File: src/rtl/rtc_pwrctl_pkg.sv
// Package: bit positions of the power-control status register.
// Assumes an 8-bit data path; positions are fixed because software decodes them.
package rtc_pwrctl_pkg;
    localparam int DATA_W    = 8;
    localparam int NUM_FLAGS = 3;
    localparam int B_KICK    = 0;
    localparam int B_WAKE    = 1;
    localparam int B_RCLR    = 2;
    localparam int B_PWR     = 3;
    localparam int B_SPARE   = 4;
    localparam int B_BURST   = 5;
    localparam int B_UPD     = 6;
    localparam int B_BATT    = 7;
endpackage

File: src/rtl/rtc_pin_fall_det.sv
// Module: synchronises an asynchronous active-low pin and flags its falling edge.
// Assumes the pin idles high; the chain resets to 1 so reset makes no edge.
module rtc_pin_fall_det #(
    parameter int SYNC_STAGES = 2
) (
    input  logic clk,
    input  logic rst_n,
    input  logic pin_n,
    output logic fell
);
    logic [SYNC_STAGES-1:0] chain;
    logic                   last;

    // Shift the pin through the synchroniser and keep the previous synced level.
    always_ff @(posedge clk) begin
        if (!rst_n) begin
            chain <= '1;
            last  <= 1'b1;
        end else begin
            chain <= {chain[SYNC_STAGES-2:0], pin_n};
            last  <= chain[SYNC_STAGES-1];
        end
    end

    // Falling edge of the synchronised level.
    always_comb fell = last & ~chain[SYNC_STAGES-1];
endmodule

File: src/rtl/rtc_evt_flag.sv
// Module: one event flag, set by hardware and written by software.
// Assumes the hardware set wins over a same-cycle software write.
module rtc_evt_flag (
    input  logic clk,
    input  logic rst_n,
    input  logic hw_set,
    input  logic sw_wr,
    input  logic sw_val,
    output logic q
);
    // Update the flag: hardware set first, then software write, else hold.
    always_ff @(posedge clk) begin
        if (!rst_n)      q <= 1'b0;
        else if (hw_set) q <= 1'b1;
        else if (sw_wr)  q <= sw_val;
    end
endmodule

File: src/rtl/rtc_pwrctl_reg.sv
// Module: power-control and event-flag register of the RTC register file.
// Assumes a single-cycle write strobe and combinational read data; the
// event inputs are synchronous one-cycle pulses, enables are levels.
module rtc_pwrctl_reg
    import rtc_pwrctl_pkg::*;
#(
    parameter int          ADDR_W   = 8,
    parameter logic        REG_BANK = 1'b1,
    parameter logic [ADDR_W-1:0] REG_ADDR = 8'h4A
) (
    input  logic              clk,
    input  logic              rst_n,
    input  logic              bus_bank,
    input  logic [ADDR_W-1:0] bus_addr,
    input  logic              bus_wr,
    input  logic [7:0]        bus_wdata,
    output logic [7:0]        bus_rdata,
    input  logic              batt_ok,
    input  logic              upd_pending,
    input  logic              clr_pin_n,
    input  logic              clr_en,
    input  logic              wake_evt,
    input  logic              kick_evt,
    input  logic              wake_ie,
    input  logic              kick_ie,
    output logic              pwr_pull_low,
    output logic              burst_en
);
    logic                 reg_hit;
    logic                 reg_wr;
    logic                 clr_fell;
    logic [NUM_FLAGS-1:0] flag_set;
    logic [NUM_FLAGS-1:0] flag_q;
    logic                 pwr_q;
    logic                 spare_q;
    logic                 burst_q;
    logic                 pwr_force;

    // Address decode for this location.
    always_comb reg_hit = (bus_bank == REG_BANK) && (bus_addr == REG_ADDR);
    always_comb reg_wr  = bus_wr && reg_hit;

    rtc_pin_fall_det #(.SYNC_STAGES(2)) u_clr_det (
        .clk   (clk),
        .rst_n (rst_n),
        .pin_n (clr_pin_n),
        .fell  (clr_fell)
    );

    // Hardware set sources, indexed by flag bit position.
    always_comb begin
        flag_set         = '0;
        flag_set[B_KICK] = kick_evt;
        flag_set[B_WAKE] = wake_evt;
        flag_set[B_RCLR] = clr_fell & clr_en;
    end

    for (genvar i = 0; i < NUM_FLAGS; i++) begin : g_flag
        rtc_evt_flag u_flag (
            .clk    (clk),
            .rst_n  (rst_n),
            .hw_set (flag_set[i]),
            .sw_wr  (reg_wr),
            .sw_val (bus_wdata[i]),
            .q      (flag_q[i])
        );
    end

    // Enabled stored wake or kick flag forces the power output active.
    always_comb pwr_force = (flag_q[B_WAKE] & wake_ie) | (flag_q[B_KICK] & kick_ie);

    // Power-control bit: forced clear beats a software write.
    always_ff @(posedge clk) begin
        if (!rst_n)         pwr_q <= 1'b0;
        else if (pwr_force) pwr_q <= 1'b0;
        else if (reg_wr)    pwr_q <= bus_wdata[B_PWR];
    end

    // Plain software-owned bits: spare and burst enable.
    always_ff @(posedge clk) begin
        if (!rst_n) begin
            spare_q <= 1'b0;
            burst_q <= 1'b0;
        end else if (reg_wr) begin
            spare_q <= bus_wdata[B_SPARE];
            burst_q <= bus_wdata[B_BURST];
        end
    end

    // Read mux: assembled register when addressed, zero otherwise.
    always_comb begin
        bus_rdata = '0;
        if (reg_hit) begin
            bus_rdata[B_BATT]              = batt_ok;
            bus_rdata[B_UPD]               = upd_pending;
            bus_rdata[B_BURST]             = burst_q;
            bus_rdata[B_SPARE]             = spare_q;
            bus_rdata[B_PWR]               = pwr_q;
            bus_rdata[NUM_FLAGS-1:0]       = flag_q;
        end
    end

    // Pin-facing outputs.
    always_comb pwr_pull_low = ~pwr_q;
    always_comb burst_en     = burst_q;
endmodule

File: config.mk
export PLATFORM = sky130hd
export DESIGN_NAME = rtc_pwrctl_reg
export DESIGN_NICKNAME = d
export VERILOG_FILES = /design/src/rtl/rtc_pwrctl_pkg.sv /design/src/rtl/rtc_pin_fall_det.sv /design/src/rtl/rtc_evt_flag.sv /design/src/rtl/rtc_pwrctl_reg.sv
export SDC_FILE = /design/constraint.sdc
export NUM_CORES = 1
export LEC_CHECK = 0
export ABC_CLOCK_PERIOD_IN_PS = 3900
export BUFFER_PORTS_ARGS = -buffer_cell sky130_fd_sc_hd__buf_4
export CORE_AREA = 2 2 39 41
export CTS_CLUSTER_DIAMETER = 80
export DETAILED_ROUTE_END_ITERATION = 8
export DIE_AREA = 0 0 41 43
export GPL_ROUTABILITY_DRIVEN = 1
export HOLD_SLACK_MARGIN = 0.08
export PLACE_DENSITY = 0.7
export SYNTH_ARGS = -nofsm -noshare
export SYNTH_HDL_FRONTEND = slang
export SYNTH_SLANG_ARGS = --single-unit
File: constraint.sdc
create_clock -name clk -period 3.9 [get_ports clk]
set_input_delay 0.39 -clock clk [delete_from_list [all_inputs] [get_ports clk]]
set_output_delay 0.39 -clock clk [all_outputs]
set_load 0.02 [all_outputs]
### Word-level counts from Yosys, hierarchy flattened

Index checks and enable logic that the tools add are counted.

* register bits after elaboration: 9
* input bits: 28
* output and inout port bits: 10
* word-level logic and storage cells: 30

* equal/unequal tests: 1
* mux-type cells: 7
* bitwise logic cells: 8
* reductions and logical operators: 6

Operators by type and width (count)
* $eq A8 B7 Y1 const B: 1
* $mux W8: 1
* $mux W1: 6
* $reduce_bool A2 Y1: 3
* $and A1 B1 Y1: 4
* $not A1 Y1: 3
* $logic_and A1 B1 Y1: 2
* $reduce_or A2 Y1: 1
* $or A1 B1 Y1: 1

### Longest topological paths before layout

* depth after elaboration: 5
* gate-level depth with buffers: 3
* depth with buffers taken out: 3

### By module

Synthesis repeated with hierarchy kept, for this count alone.

* cell total of the unflattened synthesis: 44
* area total of the unflattened synthesis: 473.0 µm²

Modules (own cells, without submodules)
* rtc_pwrctl_reg: times used 1, cells an instance 28, area each 271.5 µm², seq. area each 60.1 µm²
* rtc_evt_flag: times used 3, cells an instance 3, area each 38.8 µm², seq. area each 20.0 µm²
* rtc_pin_fall_det: times used 1, cells an instance 7, area each 85.1 µm², seq. area each 60.1 µm²

### Worst setup path after synthesis

OpenSTA, ideal clock, no wires.

* path type: input port to output port
* start: input bus_addr[5]
* end: output bus_rdata[3]
* arrival time: 1642 ps
* required time: 3510 ps
* path slack: 1868 ps
* stages on the path: 2
* buffers on the path: 0
* path through: or4b_4 nor4_1

* cells in the longest elaborated chain, start to end: 3

RTL lines
* start, declared: line rtc_pwrctl_reg.sv:14 `input logic [ADDR_W-1:0] bus_addr,`
* $eq A8 B7 Y1: line rtc_pwrctl_reg.sv:40 `always_comb reg_hit = (bus_bank == REG_BANK) && (bus_addr == REG_ADDR);`
* $logic_and A1 B1 Y1: line rtc_pwrctl_reg.sv:40
* $mux W8: line rtc_pwrctl_reg.sv:93 `if (reg_hit) begin`
* end, declared: line rtc_pwrctl_reg.sv:17 `output logic [7:0] bus_rdata,`

No other way between the ends.

### Final worst setup path

* start: input bus_addr[5]
* end: output bus_rdata[1]

Same word-level chain as after synthesis.

==> impl_metrics.csv <==
group,metric,value,unit
outcome,outcome,"finished, final reports clean",
floorplanning,die_area,1760,um^2
global_route,overflow,0,
worst_setup_path,path_max_fanout,7,
floorplanning,start_util,0.322,
finish,fill_cells,138,
min_path,min_path_type,"in2reg",
finish,n_antenna_cell,0,
route,wl_met3,167,um
finish,final_util,0.542,
sta,setup_violations,0,
pwr,power,0.198,mW
yosys,synth_warnings,0,
worst_setup_path,crit_arrival,1.91,ns
route,top_layer,"met3",
cts,htree_levels,1,
floorplanning,ioPinCount,38,
finish,layout-drive-gt1-share,0.465,
cts,cts_root_buffer,"clkbuf_4",
worst_setup_path,crit_path_end_kind,"output pin",
yosys,syn_area,445,um^2
sta,worstMarginPinSlew,0.571,ns
yosys,synthCells,48,
pwr,p_per_area,263,nW/um^2
placement,dp_slack,1.56,ns
sta,fin_ws,1.60,ns
cts,clk_pin_slew,0.06,ns
global_route,grt_max_degree,16,
placement,port_buffers,35,
worst_setup_path,start_kind,"primary input",
worst_setup_path,worstSetupPathType,"in2out",
worst_setup_path,path_delay_family,"simple AND/OR/NAND/NOR gates",
finish,final_area,751,um^2
cts,clock-sinks,9,
yosys,synth_nets,76,
route,drt-total-wl,1070,um
route,drc,0,
sta,whs,0.310,ns
sta,finalSetupTns,0,ns
worst_setup_path,slowest_delay,0.56,ns
floorplanning,rows,14,
finish,area_delta_synth_final,68.5,%
worst_setup_path,crit_chain,"buf_4 -> or4b_4 -> nor3_1 -> and2_1 -> buf_4",
pwr,p_leak,0.342,nW
route,ant_nets,0,
worst_setup_path,cp_slowest_cell,"or4b_4",
placement,place_inst,98,
sta,worst_clock_skew,0.00394,ns
cts,numCtsBuffers,3,
cts,hold_buffers,0,
sta,fmax,0.434,GHz
job,drv_cap,0,
route,viasPerCell,4.71,
cts,clock_path_buffers,2,
global_route,grt_pass1_wl,1540,um
finish,seq_area,180,um^2
global_route,track_usage,0.126,
finish,nNetsFinal,115,
sta,fin_crit,2.30,ns
global_route,antenna_found_initial,0,
finish,fin_cells,102,
worst_setup_path,worst_path_most_repeated_cell,"buf_4",
sta,hold_viol_final,0,
worst_setup_path,crit_buf_inv,2,
floorplanning,coreArea,1380,um^2
global_route,grt_pass1_vias,410,
cts,clock_latency,0.26,ns
cts,postCtsSetupRepairBufs,0,
finish,multiInputGateArea,254,um^2
sta,slew_viol_final,0,
cts,cts_tree,"yes",
placement,place_area,724,um^2
sta,maxSlewHeadroom,0.616,
pwr,vdd_drop_max,177,uV
yosys,postSynthAreaPerCell,9.28,um^2
yosys,ys_types,16,
yosys,synth_seq_area_share,0.404,
cts,cts_resized,0,
route,drtIter0Drc,2,
placement,gp_congestion,0.713,
route,via_count,480,
floorplanning,dieHeight,43,um
yosys,synth-seq-cells,9,
sta,fin_crit_sh,0.591,
worst_setup_path,required,3.51,ns
route,route.met2.wl,511,um
placement,hpwlAfterDp,862,um
route,drt_first_pass_iters,3,
route,wl_per_cell,10.5,um
floorplanning,fp.dieW,41,um
sta,grt_setup_unrepaired,"no",
route,wl_met1,394,um
-- synth_stat cells --
library cell,instances,area (um^2)
nand2b_1,4,25.0
or4b_4,1,13.8
o21ai_0,6,30.0
nor4_1,1,6.26
nand3b_1,1,7.51
clkbuf_1,1,3.75
and2_1,7,43.8
nor3_1,1,5.00
nand3_1,2,10.0
and3b_1,1,8.76
mux2i_1,6,60.1
nand2_1,4,15.0
a22oi_1,1,7.51
nor4_4,1,21.3
dfxtp_1,9,180
inv_1,2,7.51
-- layout by cell type (no fill, tap or decap) --
| cell | n |
|---|---|
| or4b_4 | 1 |
| clkbuf_1 | 1 |
| inv_1 | 2 |
| nand3b_1 | 1 |
| clkbuf_4 | 3 |
| buf_4 | 35 |
| o21ai_0 | 6 |
| a22oi_1 | 1 |
| nand2b_1 | 4 |
| nand3_1 | 2 |
| mux2i_1 | 6 |
| nor4_4 | 1 |
| nor3_1 | 1 |
| nand2_1 | 4 |
| and2_1 | 7 |
| and3b_1 | 1 |
| dfxtp_1 | 9 |
| nor4_1 | 1 |
-- registers in the layout (all words and copies together) (netlist names) --
name / cells
burst_en: 1
g_flag.u_flag.q: 3
pwr_q: 1
spare_q: 1
u_clr_det.chain: 2
u_clr_det.last: 1
-- cell families after synthesis --
logic type             count (synthesis)  share of synthesized area
AND/OR/NAND/NOR                       23                      0.351
flip-flops                             9                      0.404
multiplexers                           6                      0.135
AO/OA/AOI/OAI                          7                     0.0843
buffers and inverters                  3                     0.0253
-- metal layers --
metal / GRT usage / up-vias
li1: - / 242
met2: 0.213 / 27
met3: 0.0366 / 0
met4: 0.0600 / 0
met5: 0 / -
met1: 0.134 / 211
-- path summary, 6_finish.rpt --
check	cells past startpoint	to	slack [ns]	startpoint
max	5	bus_rdata[1]	1.60	bus_addr[5]
min	2	u_clr_det.chain[0]	0.31	clr_pin_n
max reg2reg	3	g_flag[2].u_flag.q	3.04	u_clr_det.chain[1]
min reg2reg	1	u_clr_det.chain[1]	0.42	u_clr_det.chain[0]
-- layout make-up --
type                            count  share of cell area
Multi-Input combinational cell     36               0.338
Clock buffer                        4              0.0350
Inverter                            2              0.0100
Tap cell                           16              0.0267
Timing Repair Buffer               35               0.350
Sequential cell                     9               0.240
-- power breakdown --
part | switching [mW] | internal [mW]
Combinational | 0.00932 | 0.0201
Sequential | 0.00153 | 0.0950
Clock | 0.0322 | 0.0394
Total | 0.0430 | 0.155
(Power assumes the default switching activity.)
